$ cat config.mk
export PLATFORM = sky130hd
export DESIGN_NAME = twi_reg_slave
export DESIGN_NICKNAME = d
export VERILOG_FILES = /design/src/rtl/twi_pkg.sv /design/src/rtl/twi_sync.sv /design/src/rtl/twi_bus_events.sv /design/src/rtl/twi_reg_slave.sv
export SDC_FILE = /design/constraint.sdc
export NUM_CORES = 1
export LEC_CHECK = 0
export ABC_AREA = 1
export BUFFER_PORTS_ARGS = -buffer_cell sky130_fd_sc_hd__clkbuf_2
export CAP_MARGIN = 10
export CORE_MARGIN = 2
export CORE_UTILIZATION = 35
export DETAILED_ROUTE_END_ITERATION = 10
export PLACE_DENSITY = 0.65
export SLEW_MARGIN = 10
export SYNTH_ARGS = -nofsm -noshare
export SYNTH_HDL_FRONTEND = slang
export SYNTH_HIERARCHICAL = 1
export SYNTH_SLANG_ARGS = --single-unit
$ cat constraint.sdc
create_clock -name clk -period 1.7 [get_ports clk]
set_input_delay 0.34 -clock clk [delete_from_list [all_inputs] [get_ports clk]]
set_output_delay 0.34 -clock clk [all_outputs]
set_load 0.005 [all_outputs]
$ cat src/rtl/twi_pkg.sv
package twi_pkg;

  localparam int BYTE_W = 8;

  typedef enum logic [2:0] {
    S_IDLE,
    S_RX,
    S_ACK,
    S_TX,
    S_MACK
  } fsm_t;

  typedef enum logic [1:0] {
    G_ID,
    G_ADDR,
    G_DATA,
    G_RID
  } stage_t;

  // Full ID byte: upper six address bits, strap in bit 1, direction in bit 0
  function automatic logic [BYTE_W-1:0] dev_id_byte(input logic [6:0] dev7,
                                                    input logic strap,
                                                    input logic rw);
    return {dev7[6:1], strap, rw};
  endfunction

endpackage

$ cat src/rtl/twi_sync.sv
module twi_sync #(
  parameter int          W      = 2,
  parameter int          STAGES = 2,
  parameter logic [W-1:0] RST_VAL = '1
) (
  input  logic         clk,
  input  logic         rst_n,
  input  logic [W-1:0] d_i,
  output logic [W-1:0] q_o
);

  for (genvar b = 0; b < W; b++) begin : g_bit
    logic [STAGES-1:0] chain;
    always_ff @(posedge clk or negedge rst_n) begin
      if (!rst_n) chain <= {STAGES{RST_VAL[b]}};
      else        chain <= {chain[STAGES-2:0], d_i[b]};
    end
    assign q_o[b] = chain[STAGES-1];
  end

endmodule

$ cat src/rtl/twi_bus_events.sv
module twi_bus_events (
  input  logic clk,
  input  logic rst_n,
  input  logic scl_s,
  input  logic sda_s,
  output logic scl_rise,
  output logic scl_fall,
  output logic ev_start,
  output logic ev_stop
);

  logic scl_q, sda_q;

  always_ff @(posedge clk or negedge rst_n) begin
    if (!rst_n) begin
      scl_q <= 1'b1;
      sda_q <= 1'b1;
    end else begin
      scl_q <= scl_s;
      sda_q <= sda_s;
    end
  end

  assign scl_rise = scl_s & ~scl_q;
  assign scl_fall = ~scl_s & scl_q;
  // Data edges qualify as conditions only while the clock stays high
  assign ev_start = scl_s & scl_q & sda_q & ~sda_s;
  assign ev_stop  = scl_s & scl_q & ~sda_q & sda_s;

endmodule

$ cat src/rtl/twi_reg_slave.sv
module twi_reg_slave
  import twi_pkg::*;
#(
  parameter logic [6:0] DEV_ADDR = 7'h1A,
  parameter int         DATA_W   = 16
) (
  input  logic              clk,
  input  logic              rst_n,
  input  logic              scl_i,
  input  logic              sda_i,
  output logic              sda_pull_o,
  input  logic              strap_sel_i,
  output logic [BYTE_W-1:0] reg_addr_o,
  output logic [DATA_W-1:0] reg_wdata_o,
  output logic              reg_we_o,
  input  logic [DATA_W-1:0] reg_rdata_i
);

  localparam int NB     = DATA_W / BYTE_W;
  localparam int BIDX_W = (NB > 1) ? $clog2(NB) : 1;
  localparam logic [BIDX_W-1:0] LAST_B = BIDX_W'(NB - 1);

  // Synchronised bus and named events
  logic scl_s, sda_s;
  logic scl_rise, scl_fall, ev_start, ev_stop;
  logic in_idle;

  twi_sync #(.W(2), .STAGES(2), .RST_VAL(2'b11)) u_sync (
    .clk   (clk),
    .rst_n (rst_n),
    .d_i   ({scl_i, sda_i}),
    .q_o   ({scl_s, sda_s})
  );

  twi_bus_events u_evt (
    .clk      (clk),
    .rst_n    (rst_n),
    .scl_s    (scl_s),
    .sda_s    (sda_s),
    .scl_rise (scl_rise),
    .scl_fall (scl_fall),
    .ev_start (ev_start),
    .ev_stop  (ev_stop)
  );

  fsm_t              st;
  stage_t            stage;
  logic [3:0]        bitcnt;
  logic [BYTE_W-1:0] shreg;
  logic [BIDX_W-1:0] bidx;
  logic [BYTE_W-1:0] addr_q;
  logic [DATA_W-1:0] wbuf;
  logic [DATA_W-1:0] txbuf;
  logic              pull_q;
  logic              we_q;
  logic              m_ack;

  assign in_idle = (st == S_IDLE);

  // Does a completed byte earn an acknowledge in this stage?
  function automatic logic byte_accept(input stage_t g, input logic [BYTE_W-1:0] b,
                                       input logic strap);
    case (g)
      G_ID:    return b == dev_id_byte(DEV_ADDR, strap, 1'b0);
      G_RID:   return b == dev_id_byte(DEV_ADDR, strap, 1'b1);
      default: return 1'b1;
    endcase
  endfunction

  // A repeated start is legal only as the first bit slot after the address ack
  logic rstart_ok;
  assign rstart_ok = (st == S_RX) && (stage == G_DATA) && (bidx == '0) && (bitcnt == 4'd1);

  always_ff @(posedge clk or negedge rst_n) begin
    if (!rst_n) begin
      st     <= S_IDLE;
      stage  <= G_ID;
      bitcnt <= '0;
      shreg  <= '0;
      bidx   <= '0;
      addr_q <= '0;
      wbuf   <= '0;
      txbuf  <= '0;
      pull_q <= 1'b0;
      we_q   <= 1'b0;
      m_ack  <= 1'b0;
    end else begin
      we_q <= 1'b0;
      if (ev_stop) begin
        st     <= S_IDLE;
        pull_q <= 1'b0;
      end else if (ev_start) begin
        bitcnt <= '0;
        pull_q <= 1'b0;
        if (st == S_IDLE) begin
          st    <= S_RX;
          stage <= G_ID;
        end else if (rstart_ok) begin
          st    <= S_RX;
          stage <= G_RID;
        end else begin
          st <= S_IDLE;
        end
      end else begin
        case (st)
          S_RX: begin
            if (scl_rise && bitcnt < 4'd8) begin
              shreg  <= {shreg[BYTE_W-2:0], sda_s};
              bitcnt <= bitcnt + 4'd1;
            end else if (scl_fall && bitcnt == 4'd8) begin
              if (byte_accept(stage, shreg, strap_sel_i)) begin
                st     <= S_ACK;
                pull_q <= 1'b1;
                if (stage == G_ADDR) addr_q <= shreg;
                if (stage == G_DATA) wbuf <= (wbuf << BYTE_W) | DATA_W'(shreg);
              end else begin
                st <= S_IDLE;
              end
            end
          end
          S_ACK: begin
            if (scl_fall) begin
              pull_q <= 1'b0;
              bitcnt <= '0;
              case (stage)
                G_ID: begin
                  stage <= G_ADDR;
                  st    <= S_RX;
                end
                G_ADDR: begin
                  stage <= G_DATA;
                  bidx  <= '0;
                  st    <= S_RX;
                end
                G_DATA: begin
                  if (bidx == LAST_B) begin
                    we_q <= 1'b1;
                    st   <= S_IDLE;
                  end else begin
                    bidx <= bidx + 1'b1;
                    st   <= S_RX;
                  end
                end
                default: begin
                  txbuf  <= reg_rdata_i;
                  pull_q <= ~reg_rdata_i[DATA_W-1];
                  bidx   <= '0;
                  st     <= S_TX;
                end
              endcase
            end
          end
          S_TX: begin
            if (scl_fall) begin
              txbuf <= txbuf << 1;
              if (bitcnt == 4'd7) begin
                pull_q <= 1'b0;
                m_ack  <= 1'b0;
                st     <= S_MACK;
              end else begin
                pull_q <= ~txbuf[DATA_W-2];
                bitcnt <= bitcnt + 4'd1;
              end
            end
          end
          S_MACK: begin
            if (scl_rise) begin
              m_ack <= ~sda_s;
            end else if (scl_fall) begin
              if (m_ack && bidx != LAST_B) begin
                bidx   <= bidx + 1'b1;
                bitcnt <= '0;
                pull_q <= ~txbuf[DATA_W-1];
                st     <= S_TX;
              end else begin
                st <= S_IDLE;
              end
            end
          end
          default: ;
        endcase
      end
    end
  end

  assign sda_pull_o  = pull_q;
  assign reg_we_o    = we_q;
  assign reg_addr_o  = addr_q;
  assign reg_wdata_o = wbuf;

endmodule

* Word-level counts from Yosys, hierarchy flattened
Index checks and enable logic that the tools add are counted.
Cells by class: $add $sub $neg 2, magnitude comparators 1, equality and inequality tests 38, muxes and demuxes 71, bitwise operators 19, reductions and logical operators 28
Operator list (number):
- $mux W16 | 3
- $mux W1 | 34
- $mux W4 | 8
- $pmux W16 S2 | 1
- $ne A4 B4 Y1 const B | 7
- $mux W3 | 9
- $ne A2 B2 Y1 const B | 9
- $ne A3 B3 Y1 const B | 6
- $reduce_and A9 Y1 | 2
- $eq A8 B6 Y1 | 2
- $or A16 B8 Y16 | 1
- $pmux W4 S4 | 1
- $reduce_and A8 Y1 | 2
- $mux W2 | 7
- $reduce_and A7 Y1 | 2
- $pmux W3 S4 | 1
- $reduce_and A6 Y1 | 2
- $not A1 Y1 | 11
- $reduce_bool A2 Y1 | 5
- $ne A4 B3 Y1 const B | 2
- $pmux W1 S2 | 4
- $pmux W2 S2 | 2
- $and A1 B1 Y1 | 7
- $eq A3 B2 Y1 const B | 2
- other kinds (23) | 29
Storage, ports and cells: register bits after elaboration 67, input port bits 21, output and inout bits 26, word-level logic and storage cells 174

* Longest topological paths before layout
Gate-level depths: netlist of the first run.
depth after elaboration 14, mapped depth 14, gate-level depth less buffers 13

* Modules after synthesis
The synthesis of the first run kept the hierarchy.
Modules (own cells, without submodules):
- twi_reg_slave | times used 1, cells each 413, area an instance 3186.8 sq um, seq. area each 1526.5 sq um
- twi_sync | times used 1, cells each 6, area an instance 120.1 sq um, seq. area each 105.1 sq um
- twi_bus_events | times used 1, cells each 13, area an instance 93.8 sq um, seq. area each 52.6 sq um

* Worst setup path before layout of the first run
OpenSTA, ideal clock, no wires.
path type register to register, from register u_sync.g_bit[0].chain[1], to register wbuf[5], in the netlist reg_wdata_o[5], setup time 117 ps, arrival 1684 ps, data required time 1583 ps, slack -101 ps, stages on the path, launching flop included 14, path buffers 2, clock period less this slack 1801 ps, cells stage by stage dfstp_2 buf_4 inv_1 nand2_1 nor2_1 inv_2 nand2_2 inv_2 nand2_1 a21oi_4 nand2_2 buf_6 nand2_1 nand2_1
On the way: word-level cells in the longest chain between the ends 4, elaborated cells on any way between the ends 6, those cells by class bitwise (5); reduce/logical (1)
RTL lines:
- start: declaration | RTL line twi_sync.sv:13 | logic [STAGES-1:0] chain;
- start signal: assignment | RTL line twi_sync.sv:15 | if (!rst_n) chain <= {STAGES{RST_VAL[b]}};
- start signal: assignment | RTL line twi_sync.sv:16 | else chain <= {chain[STAGES-2:0], d_i[b]};
- $not A1 Y1 | RTL line twi_bus_events.sv:27 | assign ev_start = scl_s & scl_q & sda_q & ~sda_s;
- $and A1 B1 Y1 | RTL line twi_bus_events.sv:27
- via ev_start | RTL line twi_reg_slave.sv:25 | logic scl_rise, scl_fall, ev_start, ev_stop;
- $not A1 Y1 (no line)
- $reduce_and A7 Y1 (no line)
- end signal: assignment | RTL line twi_reg_slave.sv:115 | if (stage == G_DATA) wbuf <= (wbuf << BYTE_W) | DATA_W'(shreg);
- end: declaration | RTL line twi_reg_slave.sv:52 | logic [DATA_W-1:0] wbuf;
The timed path passes the listed nets, and every way through them passes these cells. A chain may end at the register's enable or synchronous reset.

* Worst setup path in the final report of the first run
from register u_sync.g_bit[0].chain[1], to register txbuf[14]
On the way: word-level cells in the longest chain between the ends 4, elaborated cells on any way between the ends 6, those cells by class bitwise (5); reduce/logical (1)
RTL lines:
- $not A1 Y1 | RTL line twi_bus_events.sv:27
- $and A1 B1 Y1 | RTL line twi_bus_events.sv:27
- via ev_start | RTL line twi_reg_slave.sv:25
- $not A1 Y1 (no line)
- $reduce_and A6 Y1 (no line)
- end signal: assignment | RTL line twi_reg_slave.sv:145 | txbuf <= reg_rdata_i;
- end signal: assignment | RTL line twi_reg_slave.sv:155 | txbuf <= txbuf << 1;
- end: declaration | RTL line twi_reg_slave.sv:53 | logic [DATA_W-1:0] txbuf;
The timed path passes the listed nets, and every way through them passes these cells.

==> run metrics, run 1 <==
status=finished, violations left; failing checks=setup timing; Leakage=0.00244 uW; met3 WL=339 um; final instance area=4810 sq um; TritonCTS buffer count=9; wire length on met2=4280 um; antenna cells=0; clk_skew=0.0101 ns; commonest cells in the netlist=nand2_1 (117), dfrtp_1 (61), nand3_1 (51); Setup crit end kind=flop; DR vias/cell=4.81; Die H=103 um; final WL=8520 um; Critical Path AT=2.01 ns; Max-Cap Viols=0; Initial Utilization=36.5%; CTS tree=built; H-tree levels=3; placed cell area=4080 sq um; Top Metal Used=met4; number of core rows=35; Final Max Slew Viols=0; initial antenna violation count=0; post-synth top area cell=dfrtp_1; Area Growth Syn to Fin=41.5%; Routed WL per cell=12.9 um; Startpoint Class=flop; top-count cell post-synth=nand2_1; Die Wd=103 um; Routed Antenna Nets=0; total grt overflow=0; ranking of synthesized cells by area=dfrtp_1 (45%), nand2_1 (13%), nand3_1 (7.5%); crit path max fanout=8; Synth top area share=44.9%; Max-slew headroom=75.2%; DR iter-0 viols=136; register area share after synthesis=49.5%; largest net degree at the start of global routing=68; routed vias=3185; peak supply drop=0.708 mV; gr usage total=16.1%; asr flop ratio synth=100%; critical path class=flop to flop; Synth Flop Type=dfrtp_1; met1 wire length=3730 um; fin crit share=103%; final hold violation count=0; fmax=574 MHz; synthesized flop and latch total=67; Req. time, crit path=1.96 ns; Tmin final=1.74 ns; DRC Markers=0; final setup TNS=-0.309 ns; DIE AREA=10500 sq um; clock-pin transition on the worst setup and hold timing paths=0.08 ns; Root Driver=clkbuf_8; clock sink count=67; Mapped Nets=461; synth warn=6; vias in the first global route=2888; fin nets=557; first-pass GRT wire length=13100 um; worst setup slack after layout=-0.0432 ns; Fin Hold WS=0.0605 ns; Tightest Hold Check Type=input port to flop; PwrDens=1390 nW/um^2; number of enable flip-flop cells after synthesis=0; Core ar.=9330 sq um; Final Wtd Congestion=0.900; Top Ports=47; hpwl dp=5720 um; Port Buffers=46; synthesized instance count=432; Synth cell types=32; synthesized cell area=3400 sq um; 1st-pass router iterations=4; Skew-Pair Late Insertion Delay=0.35 ns; Post-Syn Area per Cell=7.87 sq um; Max clock buf depth=2; RSZ-0062 raised after global routing=yes; Slew @ Worst Pin=0.368 ns; Setup violations, final=16; share of cells above drive strength 1=39.6%
-- power breakdown --
| part | internal (uW) | leakage (uW) | total, uW | switching (uW) |
|---|---|---|---|---|
| Sequential | 1980 | 0.000853 | 2290 | 312 |
| Combinational | 1150 | 0.00147 | 2730 | 1570 |
| Clock | 986 | 0.000120 | 1660 | 673 |
| Total | 4120 | 0.00244 | 6680 | 2560 |
-- worst paths after layout --
kind / startpoint / cells past startpoint / endpoint / slack [ns]
max reg2reg: u_sync/g_bit[0].chain[1]$_DFF_PN1_ / 11 / txbuf[14]$_DFFE_PN0P_ / -0.04
min reg2reg: u_sync/g_bit[0].chain[0]$_DFF_PN1_ / 0 / u_sync/g_bit[0].chain[1]$_DFF_PN1_ / 0.36
max: u_sync/g_bit[0].chain[1]$_DFF_PN1_ / 11 / txbuf[14]$_DFFE_PN0P_ / -0.04
max in group asynchronous: rst_n / 3 / u_sync/g_bit[0].chain[0]$_DFF_PN1_ / 0.83
min: scl_i / 1 / u_sync/g_bit[1].chain[0]$_DFF_PN1_ / 0.06
min in group asynchronous: rst_n / 3 / reg_addr_o[3]$_DFFE_PN0P_ / 0.53
-- cell families after synthesis --
group | Yosys count | synth area share, %
xor gates and xnor gates | 2 | 0.515
adders and majority gates | 8 | 2.94
AOI/OAI and AO/OA | 58 | 9.49
and+or+nand+nor | 226 | 28.3
muxes | 3 | 0.993
buffers and inverters | 68 | 8.28
DFF | 67 | 49.5
-- placed cells by master (no fill, tap or decap), drive strengths merged --
master,synthesis,final
a21oi,6,6
buf,13,50
bufinv,0,3
clkbuf,1,57
clkinv,1,2
clkinvlp,0,1
dfrtp,61,61
dfstp,6,6
dlygate4sd3,0,1
ha,8,8
inv,53,55
mux2,3,3
nand2,121,121
nand3,51,51
nand3b,1,1
nand4,2,2
nor2,47,47
nor3,3,3
nor4,1,1
o21ai,36,36
o22ai,15,15
o31ai,1,1
xnor2,1,1
xor2,1,1
-- per-layer routing --
metal,track usage (%),up-vias
li1,-,1579
met1,19.5,1521
met2,27.7,68
met3,3.53,17
met4,6.67,0
met5,0,-
-- sequential cells by signal (all words and copies together), names as in the netlist --
| register | flops |
|---|---|
| sda_pull_o | 1 |
| txbuf | 16 |
| bidx | 1 |
| m_ack | 1 |
| u_evt/sda_q | 1 |
| reg_addr_o | 8 |
| shreg | 8 |
| reg_wdata_o | 16 |
| st | 3 |
| bitcnt | 4 |
| stage | 2 |
| reg_we_o | 1 |
| u_evt/scl_q | 1 |
| u_sync/g_bit.chain | 4 |
-- metrics by stage --
stage	total power, uW	cells	setup WS (ns)	util [%]
after floorplan	3720	432	-0.0117	-
after global placement	4510	632	-0.0309	43.7
after detailed placement	4560	632	-0.0578	43.7
after CTS	6370	651	0.00102	47.1
after global routing	7140	662	-0.129	51.6
final	6680	662	-0.0432	51.6
-- critical path, stage by stage (launching register included) --
cell and delay, ns:
dfstp_2 0.56, inv_2 0.04, nand2_2 0.07, nor2_4 0.04, inv_2 0.07, nand2_4 0.08, buf_6 0.13, nor3_4 0.19
buf_6 0.16, buf_12 0.14, o21ai_2 0.05, o22ai_1 0.15
-- final cells by class --
class | count | area (sq um)
Inverter | 54 | 205
Fill cell | 867 | 4520
Clock inverter | 7 | 124
Sequential cell | 67 | 1690
Tap cell | 129 | 161
Timing Repair Buffer | 99 | 768
Clock buffer | 9 | 124
Multi-Input combinational cell | 297 | 1740
-- what timing repair did --
item / in CTS / in global routing
cloned: 0 / 3
setup buffers: 2 / 8
hold endpoints to repair: 4 / 0
hold buffers: 1 / 0
pin swaps: 3 / 58
resized for setup: 6 / 102
endpoints found under the setup margin: 39 / 60
(Power assumes the default switching activity.)
==> inputs of run 2 (changes only) <==
--- a/config.mk
+++ b/config.mk
@@ -7,7 +7,8 @@
 export LEC_CHECK = 0
 export ABC_AREA = 1
 export BUFFER_PORTS_ARGS = -buffer_cell sky130_fd_sc_hd__clkbuf_2
-export CAP_MARGIN = 10
+export CAP_MARGIN = 0
+export CORE_ASPECT_RATIO = 0.6
 export CORE_MARGIN = 2
 export CORE_UTILIZATION = 35
 export DETAILED_ROUTE_END_ITERATION = 10
==> run metrics, run 2 (synthesis gave the netlist of run 1 again) <==
total grt overflow=0 (unchanged); Initial Utilization=36.6% (+0.15 points); Final Max Slew Viols=0 (unchanged); Final Wtd Congestion=0.991 (+10%); net switching power=2700 uW (+5.6%); Hold-fix buffers, CTS=0 (-1); fin cells=661 (-0.15%); peak supply drop=0.794 mV (+12%); Die H=80.4 um (-22%); vias in the first global route=3019 (+4.5%); Port Buffers=46 (unchanged); fin crit share=101% (-1.8 points); Max-Cap Viols=0 (unchanged); most frequent cells in the layout=nand2_1 (94), dfrtp_1 (59), clkbuf_2 (45), inv_1 (41), nand3_1 (40); critical path class=flop to flop; worst setup slack after layout=-0.0132 ns (+0.0300 ns); Reg-to-Reg End=reg_wdata_o[5]$_DFFE_PN0P_; Logic pwr share=38.3% (-2.5 points); Req. time, crit path=1.93 ns (-0.03 ns); Top Ports=47 (unchanged); DRC Markers=0 (unchanged); placed cell area=4040 sq um (-1.0%); utilization after layout=52.4% (+0.84 points); reg2reg path depth=11 (unchanged); first-pass GRT wire length=15200 um (+16%); Tightest Hold Check Type=input port to async pin; Critical Path AT=1.94 ns (-0.07 ns); antenna cells=0 (unchanged); TritonCTS buffer count=9 (unchanged); Skew-Pair Late Insertion Delay=0.34 ns (about the same); fin nets=555 (-0.36%); gr usage total=18.5% (+2.4 points); final setup TNS=-0.0132 ns (+0.296 ns); DIE AREA=10500 sq um (+0.25%); DR iter-0 viols=291 (+110%); switching fraction of total power=37.2% (-1.1 points); RSZ-0062 raised after global routing=yes; failing checks=setup timing; CTS tree=built; clock sink count=67 (unchanged); crit path max fanout=10 (+2); Root Driver=clkbuf_16; Setup violations, final=2 (-14); CP Capture Point=reg_wdata_o[5]$_DFFE_PN0P_; final instance area=4870 sq um (+1.2%); Die Wd=131 um (+28%); most common cell after layout, fill and taps aside=nand2_1; sequential share of power=31.9% (-2.4 points); internal power component=4560 uW (+11%); Area Growth Syn to Fin=43.2%; hpwl dp=6140 um (+7.4%); H-tree levels=3 (unchanged); Max-slew headroom=66.6% (-8.6 points); largest net degree at the start of global routing=68 (unchanged); Startpoint Class=flop; Max clock buf depth=2 (unchanged); fmax=584 MHz (+1.7%); initial antenna violation count=0 (unchanged); clk_skew=0.00721 ns (-0.00288 ns); Setup crit end kind=flop; final WL=9300 um (+9.1%); part of the power in the clock network=29.8% (+4.9 points); flop2flop setup slack=-0.01 ns (+0.03 ns); Routed Antenna Nets=0 (unchanged); placed instance count=629 (-0.47%); CP startpoint=u_sync/g_bit[1].chain[1]$_DFF_PN1_; clock-pin transition on the worst setup and hold timing paths=0.06 ns (-0.02 ns); Routed WL per cell=14.1 um (+9.3%); routed vias=3242 (+1.8%); final hold violation count=0 (unchanged); Leakage=0.00246 uW (+0.83%); PwrDens=1490 nW/um^2 (+7.4%); Placement Setup Slack=-0.0843 ns (-0.0265 ns); Core ar.=9290 sq um (-0.40%); share of cells above drive strength 1=37.1% (-2.5 points); Tmin final=1.71 ns (-0.0300 ns); worst r2r src=u_sync/g_bit[1].chain[1]$_DFF_PN1_; number of core rows=27 (-23%); DR vias/cell=4.90 (+1.9%); status=finished, violations left; Slew @ Worst Pin=0.495 ns (+0.127 ns); 1st-pass router iterations=5 (+1)
-- run 2: final cells by class --
cell class | count | area (sq um)
Sequential cell | 67 | 1690
Fill cell | 841 | 4420
Inverter | 54 | 208
Timing Repair Buffer | 96 | 738
Tap cell | 130 | 163
Clock inverter | 7 | 124
Multi-Input combinational cell | 298 | 1730
Clock buffer | 9 | 225
-- run 2: stage by stage --
stage / hold WS [ns] / power [uW]
after floorplan: 0.0444 / 3720
after global placement: 0.346 / 4510
after detailed placement: 0.347 / 4540
after CTS: 0.0264 / 6940
after global routing: 0.0468 / 7770
final: 0.00553 / 7260
-- run 2: how the worst min path moves through the flow --
stage	slack (ns)	start	to	cells past startpoint
final	0.006	rst_n	bitcnt[1]$_DFFE_PN0P_	2
after global routing	0.05	rst_n	txbuf[14]$_DFFE_PN0P_	2
after CTS	0.03	rst_n	txbuf[8]$_DFFE_PN0P_	2
after detailed placement	0.35	u_sync/g_bit[1].chain[0]$_DFF_PN1_	u_sync/g_bit[1].chain[1]$_DFF_PN1_	0
after global placement	0.35	u_sync/g_bit[0].chain[0]$_DFF_PN1_	u_sync/g_bit[0].chain[1]$_DFF_PN1_	0
after floorplan	0.04	rst_n	bidx$_DFFE_PN0P_	0
-- run 2: what timing repair did --
action / in CTS / in global routing
setup buffers: 7 / 7
pin swaps: 7 / 28
endpoints found under the setup margin: 44 / 59
hold endpoints to repair: 0 / 0
resized for setup: 43 / 59
gates cloned: 4 / 0
-- run 2: power groups by stage --
stage | logic, uW | registers, uW | clock network, uW
6_report | 2780 | 2320 | 2160
5_1_grt | 3130 | 2370 | 2280
4_1_cts | 2450 | 2280 | 2210
3_5_place_dp | 2240 | 2300 | 0
3_3_place_gp | 2220 | 2290 | 0
2_1_floorplan | 1490 | 2240 | 0
-- run 2: per-layer routing --
layer	wire length [um]	vias up	track usage, %
met3	611	14	5.93
met1	4790	1560	27.9
met4	144	0	6.74
met5	0	-	0
li1	-	1585	-
met2	3750	83	24.0
-- run 2: worst max-delay path: stages (launching register included) --
cell	delay, ns
dfstp_2	0.55
nand2_1	0.08
nor2_2	0.15
inv_2	0.07
nand2_4	0.13
inv_4	0.07
nand2_4	0.06
a21oi_4	0.03
buf_12	0.15
buf_8	0.14
nand3_1	0.10
nand2_1	0.07
